`src/rtl/i2cx_pkg.sv`:
```
package i2cx_pkg;
  localparam int BYTE_W = 8;
  localparam logic [4:0] ADDR_PREFIX = 5'b11100;

  typedef enum logic [2:0] {
    PH_IDLE, PH_ADDR, PH_CMD, PH_WDATA, PH_RDATA, PH_RACK
  } phase_e;

  typedef enum logic [1:0] {
    REG_IN = 2'd0, REG_OUT = 2'd1, REG_POL = 2'd2, REG_CFG = 2'd3
  } reg_sel_e;
endpackage

```
`src/rtl/i2cx_line_sync.sv`:
```
module i2cx_line_sync #(
  parameter int STAGES = 2
) (
  input  logic clk,
  input  logic rst_n,
  input  logic scl_i,
  input  logic sda_i,
  output logic scl_s,
  output logic sda_s,
  output logic scl_rise,
  output logic scl_fall,
  output logic start_det,
  output logic stop_det
);
  logic [STAGES-1:0] scl_pipe, sda_pipe;
  logic scl_q, sda_q;

  generate
    if (STAGES == 1) begin : g_one
      always_ff @(posedge clk or negedge rst_n) begin
        if (!rst_n) begin
          scl_pipe <= '1;
          sda_pipe <= '1;
        end else begin
          scl_pipe <= scl_i;
          sda_pipe <= sda_i;
        end
      end
    end else begin : g_many
      always_ff @(posedge clk or negedge rst_n) begin
        if (!rst_n) begin
          scl_pipe <= '1;
          sda_pipe <= '1;
        end else begin
          scl_pipe <= {scl_pipe[STAGES-2:0], scl_i};
          sda_pipe <= {sda_pipe[STAGES-2:0], sda_i};
        end
      end
    end
  endgenerate

  assign scl_s = scl_pipe[STAGES-1];
  assign sda_s = sda_pipe[STAGES-1];

  always_ff @(posedge clk or negedge rst_n) begin
    if (!rst_n) begin
      scl_q <= 1'b1;
      sda_q <= 1'b1;
    end else begin
      scl_q <= scl_s;
      sda_q <= sda_s;
    end
  end

  assign scl_rise  = scl_s & ~scl_q;
  assign scl_fall  = ~scl_s & scl_q;
  assign start_det = scl_s & scl_q & sda_q & ~sda_s;
  assign stop_det  = scl_s & scl_q & ~sda_q & sda_s;
endmodule

```
`src/rtl/i2cx_regs.sv`:
```
module i2cx_regs
  import i2cx_pkg::*;
#(
  parameter int W = BYTE_W
) (
  input  logic         clk,
  input  logic         rst_n,
  input  logic         wr_en,
  input  reg_sel_e     wr_sel,
  input  logic [W-1:0] wr_data,
  input  reg_sel_e     rd_sel,
  input  logic [W-1:0] pin_in,
  output logic [W-1:0] rd_data,
  output logic [W-1:0] out_q,
  output logic [W-1:0] cfg_q
);
  logic [W-1:0] pol_q;

  always_ff @(posedge clk or negedge rst_n) begin
    if (!rst_n) begin
      out_q <= '1;
      pol_q <= '0;
      cfg_q <= '1;
    end else if (wr_en) begin
      case (wr_sel)
        REG_OUT: out_q <= wr_data;
        REG_POL: pol_q <= wr_data;
        REG_CFG: cfg_q <= wr_data;
        default: ;
      endcase
    end
  end

  always_comb begin
    case (rd_sel)
      REG_IN:  rd_data = pin_in ^ pol_q;
      REG_OUT: rd_data = out_q;
      REG_POL: rd_data = pol_q;
      default: rd_data = cfg_q;
    endcase
  end

  // a write aimed at the input register leaves all storage alone
  a_r10_input_write_inert: assert property (@(posedge clk) disable iff (!rst_n)
    (wr_en && wr_sel == REG_IN) |=> ($stable(out_q) && $stable(pol_q) && $stable(cfg_q)));
endmodule

```
`src/rtl/i2cx_link.sv`:
```
module i2cx_link
  import i2cx_pkg::*;
(
  input  logic              clk,
  input  logic              rst_n,
  input  logic              sda_s,
  input  logic              scl_rise,
  input  logic              scl_fall,
  input  logic              start_det,
  input  logic              stop_det,
  input  logic [1:0]        strap,
  input  logic [BYTE_W-1:0] rd_data,
  output logic              sda_oe,
  output logic              wr_en,
  output reg_sel_e          wr_sel,
  output logic [BYTE_W-1:0] wr_data,
  output reg_sel_e          ptr
);
  localparam int CNT_W = $clog2(BYTE_W + 1);
  localparam logic [CNT_W-1:0] FULL = CNT_W'(BYTE_W);

  phase_e            phase;
  logic [CNT_W-1:0]  bit_cnt;
  logic [BYTE_W-1:0] shreg;
  logic [BYTE_W-1:0] txsh;
  logic              ack_phase;
  logic              rw;
  logic              mack;

  // commit at the fall that closes the acknowledge clock of a data byte
  assign wr_en   = (phase == PH_WDATA) && ack_phase && scl_fall && !start_det && !stop_det;
  assign wr_sel  = ptr;
  assign wr_data = shreg;

  always_ff @(posedge clk or negedge rst_n) begin
    if (!rst_n) begin
      phase     <= PH_IDLE;
      bit_cnt   <= '0;
      shreg     <= '0;
      txsh      <= '0;
      ack_phase <= 1'b0;
      rw        <= 1'b0;
      mack      <= 1'b0;
      sda_oe    <= 1'b0;
      ptr       <= REG_IN;
    end else if (start_det) begin
      phase     <= PH_ADDR;
      bit_cnt   <= '0;
      ack_phase <= 1'b0;
      sda_oe    <= 1'b0;
    end else if (stop_det) begin
      phase     <= PH_IDLE;
      bit_cnt   <= '0;
      ack_phase <= 1'b0;
      sda_oe    <= 1'b0;
    end else begin
      case (phase)
        PH_ADDR, PH_CMD, PH_WDATA: begin
          if (!ack_phase) begin
            if (scl_rise && bit_cnt < FULL) begin
              shreg   <= {shreg[BYTE_W-2:0], sda_s};
              bit_cnt <= bit_cnt + 1'b1;
            end else if (scl_fall && bit_cnt == FULL) begin
              bit_cnt <= '0;
              if (phase == PH_ADDR) begin
                if (shreg[BYTE_W-1:1] == {ADDR_PREFIX, strap}) begin
                  ack_phase <= 1'b1;
                  sda_oe    <= 1'b1;
                  rw        <= shreg[0];
                end else begin
                  phase <= PH_IDLE;
                end
              end else if (phase == PH_CMD) begin
                if (shreg < BYTE_W'(4)) begin
                  ptr       <= reg_sel_e'(shreg[1:0]);
                  ack_phase <= 1'b1;
                  sda_oe    <= 1'b1;
                end else begin
                  phase <= PH_IDLE;
                end
              end else begin
                ack_phase <= 1'b1;
                sda_oe    <= 1'b1;
              end
            end
          end else if (scl_fall) begin
            ack_phase <= 1'b0;
            sda_oe    <= 1'b0;
            if (phase == PH_ADDR) begin
              if (rw) begin
                phase  <= PH_RDATA;
                txsh   <= rd_data;
                sda_oe <= ~rd_data[BYTE_W-1];
              end else begin
                phase <= PH_CMD;
              end
            end else if (phase == PH_CMD) begin
              phase <= PH_WDATA;
            end
          end
        end
        PH_RDATA: begin
          if (scl_rise) begin
            bit_cnt <= bit_cnt + 1'b1;
          end else if (scl_fall) begin
            if (bit_cnt == FULL) begin
              bit_cnt <= '0;
              sda_oe  <= 1'b0;
              phase   <= PH_RACK;
            end else begin
              txsh   <= txsh << 1;
              sda_oe <= ~txsh[BYTE_W-2];
            end
          end
        end
        PH_RACK: begin
          if (scl_rise) begin
            mack <= ~sda_s;
          end else if (scl_fall) begin
            if (mack) begin
              phase  <= PH_RDATA;
              txsh   <= rd_data;
              sda_oe <= ~rd_data[BYTE_W-1];
            end else begin
              phase <= PH_IDLE;
            end
          end
        end
        default: ;
      endcase
    end
  end

  // an idle target never holds the data line
  a_r8_idle_released: assert property (@(posedge clk) disable iff (!rst_n)
    (phase == PH_IDLE) |-> !sda_oe);
  // the bit counter never runs past one byte
  a_r2_count_bound: assert property (@(posedge clk) disable iff (!rst_n)
    bit_cnt <= FULL);
  // the host owns the line while its acknowledge is sampled
  a_r6_host_ack_slot: assert property (@(posedge clk) disable iff (!rst_n)
    (phase == PH_RACK) |-> !sda_oe);
endmodule

```
`src/rtl/i2c_port_expander.sv`:
```
module i2c_port_expander
  import i2cx_pkg::*;
#(
  parameter int SYNC_STAGES = 2
) (
  input  logic              clk,
  input  logic              rst_n,
  input  logic              scl_i,
  output logic              scl_low_o,
  input  logic              sda_i,
  output logic              sda_low_o,
  input  logic [1:0]        strap_i,
  input  logic [BYTE_W-1:0] pin_in_i,
  output logic [BYTE_W-1:0] pin_out_o,
  output logic [BYTE_W-1:0] pin_drive_o
);
  logic scl_s, sda_s, scl_rise, scl_fall, start_det, stop_det;
  logic              wr_en;
  reg_sel_e          wr_sel, ptr;
  logic [BYTE_W-1:0] wr_data, rd_data, out_q, cfg_q;

  i2cx_line_sync #(.STAGES(SYNC_STAGES)) u_sync (
    .clk(clk), .rst_n(rst_n), .scl_i(scl_i), .sda_i(sda_i),
    .scl_s(scl_s), .sda_s(sda_s), .scl_rise(scl_rise), .scl_fall(scl_fall),
    .start_det(start_det), .stop_det(stop_det)
  );

  i2cx_link u_link (
    .clk(clk), .rst_n(rst_n), .sda_s(sda_s), .scl_rise(scl_rise),
    .scl_fall(scl_fall), .start_det(start_det), .stop_det(stop_det),
    .strap(strap_i), .rd_data(rd_data), .sda_oe(sda_low_o),
    .wr_en(wr_en), .wr_sel(wr_sel), .wr_data(wr_data), .ptr(ptr)
  );

  i2cx_regs #(.W(BYTE_W)) u_regs (
    .clk(clk), .rst_n(rst_n), .wr_en(wr_en), .wr_sel(wr_sel),
    .wr_data(wr_data), .rd_sel(ptr), .pin_in(pin_in_i),
    .rd_data(rd_data), .out_q(out_q), .cfg_q(cfg_q)
  );

  assign scl_low_o   = 1'b0;
  assign pin_out_o   = out_q;
  assign pin_drive_o = ~cfg_q;

  // pull-down starts only during SCL low
  a_r9_drive_on_low: assert property (@(posedge clk) disable iff (!rst_n)
    $rose(sda_low_o) |-> !scl_s);
  // port pins move only while SCL is low (after an acknowledge)
  a_r4_pins_on_low: assert property (@(posedge clk) disable iff (!rst_n)
    !$stable(pin_out_o) |-> !scl_s);
endmodule

```
`config.mk`:
```
export PLATFORM = sky130hd
export DESIGN_NAME = i2c_port_expander
export DESIGN_NICKNAME = d
export VERILOG_FILES = /design/src/rtl/i2cx_pkg.sv /design/src/rtl/i2cx_line_sync.sv /design/src/rtl/i2cx_regs.sv /design/src/rtl/i2cx_link.sv /design/src/rtl/i2c_port_expander.sv
export SDC_FILE = /design/constraint.sdc
export NUM_CORES = 1
export LEC_CHECK = 0
export ABC_AREA = 1
export ABC_CLOCK_PERIOD_IN_PS = 2100
export CAP_MARGIN = 40
export CORE_ASPECT_RATIO = 0.9
export CORE_UTILIZATION = 45
export CTS_BUF_LIST = sky130_fd_sc_hd__clkbuf_8
export DETAILED_ROUTE_END_ITERATION = 16
export PLACE_DENSITY = 0.65
export SYNTH_ARGS = -nofsm -noshare
export SYNTH_HDL_FRONTEND = slang
export SYNTH_SLANG_ARGS = --single-unit
```
`constraint.sdc`:
```
create_clock -name clk -period 2.1 [get_ports clk]
set_input_delay 0.42 -clock clk [delete_from_list [all_inputs] [get_ports clk]]
set_output_delay 0.42 -clock clk [all_outputs]
set_load 0.05 [all_outputs]
```
# Word-level counts from Yosys, hierarchy flattened
# Cells that the tools add are included.
# totals
register_bits	58
inputBits	14
wordCells	174
# op_classes
n_eq_ne	39
n_addsub	1
mux	71
magnitude_cmp	2
bitwise_logic	20
n_reduce_logical	25
# ops
cell	n
$mux 7	10
$mux 3	19
$mux 4	8
$mux 1	29
$reduce_and 13->1	2
$pmux 8 s3	1
$pmux 7 s3	1
$ne 5x1->1 const B	4
$ne 4x1->1 const B	4
$ne 2x1->1 const B	7
$ne 6x3->1 const B	2
$not 1->1	11
$reduce_and 11->1	1
$ne 5x2->1 const B	2
$reduce_and 5->1	2
$pmux 3 s3	1
$reduce_and 9->1	1
$lt 8x3->1 const B	1
$ne 4x4->1 const B	2
$not 8->8	1
$pmux 4 s2	1
$reduce_and 8->1	1
$xor 8x8->8	1
$and 1x1->1	7
other kinds (25)	39

# Longest topological paths before layout
# logic_depth
word_depth	10
depth_mapped	11
ltp_nobuf	11

# Modules after synthesis
# A second synthesis with hierarchy kept.
# unflattened
hier_cells	488
area_unflattened_um2	3552.2
# modules_own_cells
mod	seq_area_each_um2	area_per_inst_um2	instances	cells_per_inst
i2cx_link	700.7	1894.3	1	278
i2cx_regs	620.6	1417.6	1	183
i2cx_line_sync	157.7	198.9	1	17
i2c_port_expander	0.0	41.3	1	10

# Worst setup path before layout
# OpenSTA, ideal clock, no wires.
# synth_timing
path_type	reg2reg
startpoint	register u_sync.sda_pipe[1]
endpoint	register u_link.txsh[1]
arrival_time_ns	1.537
setup_slack_ns	0.445
path_buffers	0
period_less_slack_ns	1.655
stages_incl_launch_ff	10
cell_sequence	dfstp_2 nor2_1 nand2_4 nand2_4 inv_1 nand2_1 nor3_4 inv_2 nand2_1 nand2_1
# synth_via
elab_chain_len	4
elab_cells_between_ends	6
classes_between	bitwise (5); reduce/logical (1)
# synth_lines
element	line_no	source
start: declaration	i2cx_line_sync.sv:15	logic [STAGES-1:0] scl_pipe, sda_pipe;
start signal: assignment	i2cx_line_sync.sv:36	sda_pipe <= {sda_pipe[STAGES-2:0], sda_i};
$not 1->1	i2cx_line_sync.sv:57	assign start_det = scl_s & scl_q & sda_q & ~sda_s;
$and 1x1->1	i2cx_line_sync.sv:57	
$not 1->1 (no line)	n/a	
$reduce_and 13->1 (no line) *	n/a	
end signal: assignment	i2cx_link.sv:92	txsh <= rd_data;
end signal: assignment	i2cx_link.sv:111	txsh <= txsh << 1;
end signal: assignment	i2cx_link.sv:122	txsh <= rd_data;
end: declaration	i2cx_link.sv:25	logic [BYTE_W-1:0] txsh;
# Mark *: on every way between the ends. The rest lies on a longest branch, timed or not.
# A chain may end at the register's enable or synchronous reset.

# Worst setup path in the final report
# layout_timing
startpoint	register u_regs.cfg_q[4]
endpoint	output port pin_drive_o[4]
# layout_via
elab_chain_len	1
# layout_lines
element	line_no	source
start: declaration	i2cx_regs.sv:15	output logic [W-1:0] cfg_q
start signal: assignment	i2cx_regs.sv:28	REG_CFG: cfg_q <= wr_data;
$not 8->8	i2c_port_expander.sv:43	assign pin_drive_o = ~cfg_q;
end: declaration	i2c_port_expander.sv:15	output logic [BYTE_W-1:0] pin_drive_o
# No other way between the ends.

==> metrics.yaml <==
power_density_nw_per_um2: 940
ir_drop_mv: 0.432
yosys_warnings: 0
worstPathArrival_ps: 1620
critPathMaxFanout: 3
synth.largest_area_cell: "dfrtp_1"
final_common_cell: "nand2_1"
required_ps: 1680
final_cell_mix: "nand2_1, inv_1, nand3_1"
hold_path.class: "in -> async"
outcome: "finished clean"
groute.usage.overall_pct: 22.4
ys_dominant_reg_cell: "dfrtp_1"
gp_congestion: 0.950
antenna_found_initial: 0
globalRouteOverflowTotal: 0
port_buffers: 30
cts_sinks: 58
initial_utilization_pct: 48.0
netlist.area_leader.share_pct: 27.8
dpl_cell_area_um2: 3640
grt_max_degree: 41
hpwl_um: 5630
tns_ps: 0
tritoncts: "built"
cts_made_buffers: 9
yosysUniqueCellTypes: 33
post-route-min-period_ps: 2040
min_period_over_period_pct: 96.9
clock-root-buffer: "clkbuf_8"
final_cell_area_um2: 3870
rsz0062_at_grt: "false"
core_area_um2: 6760
fp.dieH_um: 82.6
cts_setup_buffers: 0
area_growth_pct: 19.3
ys_seq_area_share_pct: 45.6
fin_ws_ps: 64.4
drt-wirelength-per-cell_um: 13.6
place_ws_ps: 232
clockBufferDepth: 2
drive_gt1_share_pct: 19.9
finalClockSkew_ps: 12.5
utilization_pct: 57.3
die_w_um: 91.5
hold_violations: 0
cts.clk_slew.worst_paths_ps: 70
via_count: 2896
post_cts_resized: 0
drc_errors: 0
cts_htree_levels: 3
die_area_um2: 7550
io_pins: 32
ctsHoldBuffers: 0
final-setup-viol-count: 0
syn_avg_cell_area_um2: 7.55
clk_latency_ps: 350
grt_pass1_wl_um: 12900
slew_viol_final: 0
worst_setup_path_start_kind: "flop"
worst_pin_slew_ps: 500
syn_nets: 446
ys_seq_elements: 58
fmax_ghz: 0.491
dr.pass1.iters: 5
async_reset_ff_share_pct: 100
synthTopCellsByArea: "dfrtp_1, dfstp_2, nand2_1"
antenna_left: 0
synthCells: 430
leakagePower_nw: 1.73
diodes: 0
grt_pass1_vias: 2672
final_nets: 483
max_cap_violations: 0
synth-edff-count: 0
end_kind: "output pin"
routed_wl_um: 7650
syn_area_um2: 3240
fp-row-count: 28
path_class: "reg -> out"
relSlewSlack_pct: 66.6
drt_iter0_drc: 185
viasPerCell: 5.15
-- power breakdown --
group	internal [mW]	switching [mW]
Combinational	0.361	0.717
Clock	0.667	0.476
Sequential	1.28	0.139
-- path summary, 6_finish.rpt --
path | start | endpoint | slack (ps) | cells after the start
max in group asynchronous | rst_n | u_regs.out_q[2] | 1450 | 2
setup reg to reg | u_sync.sda_pipe[1] | u_link.txsh[4] | 180 | 9
hold reg to reg | u_sync.scl_pipe[0] | u_sync.scl_pipe[1] | 360 | 0
hold / removal | rst_n | u_regs.pol_q[3] | 10 | 1
setup / recovery | u_regs.cfg_q[4] | pin_drive_o[4] | 60 | 2
min in group clk | u_sync.scl_pipe[0] | u_sync.scl_pipe[1] | 360 | 0
-- logic make-up after synthesis --
| group | count (synthesis) | synth area share (%) |
|---|---|---|
| simple gates | 233 | 34.0 |
| compound gates | 71 | 11.5 |
| buf+inv | 63 | 7.56 |
| flops | 58 | 45.6 |
| xor+xnor | 2 | 0.540 |
| fa+ha+maj | 2 | 0.771 |
| other cells | 1 | 0.116 |
-- metrics by stage --
step,hold WS [ps],instances,total power [mW]
floorplan,124,430,2.20
global placement,348,546,2.48
detailed placement,347,546,2.50
CTS,28.4,562,3.65
global route,46.6,562,3.88
finish,12.2,562,3.64
-- cells in the mapped netlist (5+ instances only) --
cell type / count
dfstp_2: 22
o21ai_1: 28
o21ai_0: 32
inv_2: 8
a21oi_1: 7
nand3_1: 40
nand2_1: 124
or2_2: 12
dfrtp_1: 36
nor2_1: 26
inv_1: 44
nand4_1: 7
clkbuf_1: 5
-- layer usage --
| layer | wire [µm] | track usage, % | vias to the layer above |
|---|---|---|---|
| met1 | 3910 | 32.0 | 1350 |
| met5 | 0 | 0 | - |
| li1 | - | - | 1464 |
| met4 | 95 | 6.51 | 0 |
| met2 | 3210 | 33.2 | 71 |
| met3 | 435 | 6.32 | 11 |
-- area by class of cell --
cell class	instances	area, µm²
inverters	53	199
clock buffers	9	124
flip-flops and latches	58	1480
fillers	639	2890
multi-input cells	309	1530
clock inverters	7	96.3
repair buffers	36	335
well taps	90	113
-- registers in the layout (all words and copies together) (netlist names), 2 cells and up --
register	flops
u_link.wr_data	8
u_link.txsh	7
u_sync.scl_pipe	2
u_sync.sda_pipe	2
u_link.bit_cnt	4
u_regs.pol_q	8
u_link.ptr	2
u_regs.out_q	8
u_link.phase	3
u_regs.cfg_q	8
-- critical path, stage by stage, from the launching register on --
cell and delay [ps]:
dfstp_2 540, inv_1 40, clkdlybuf4s50_1 690
No activity file was read; power rests on OpenSTA's default activity.
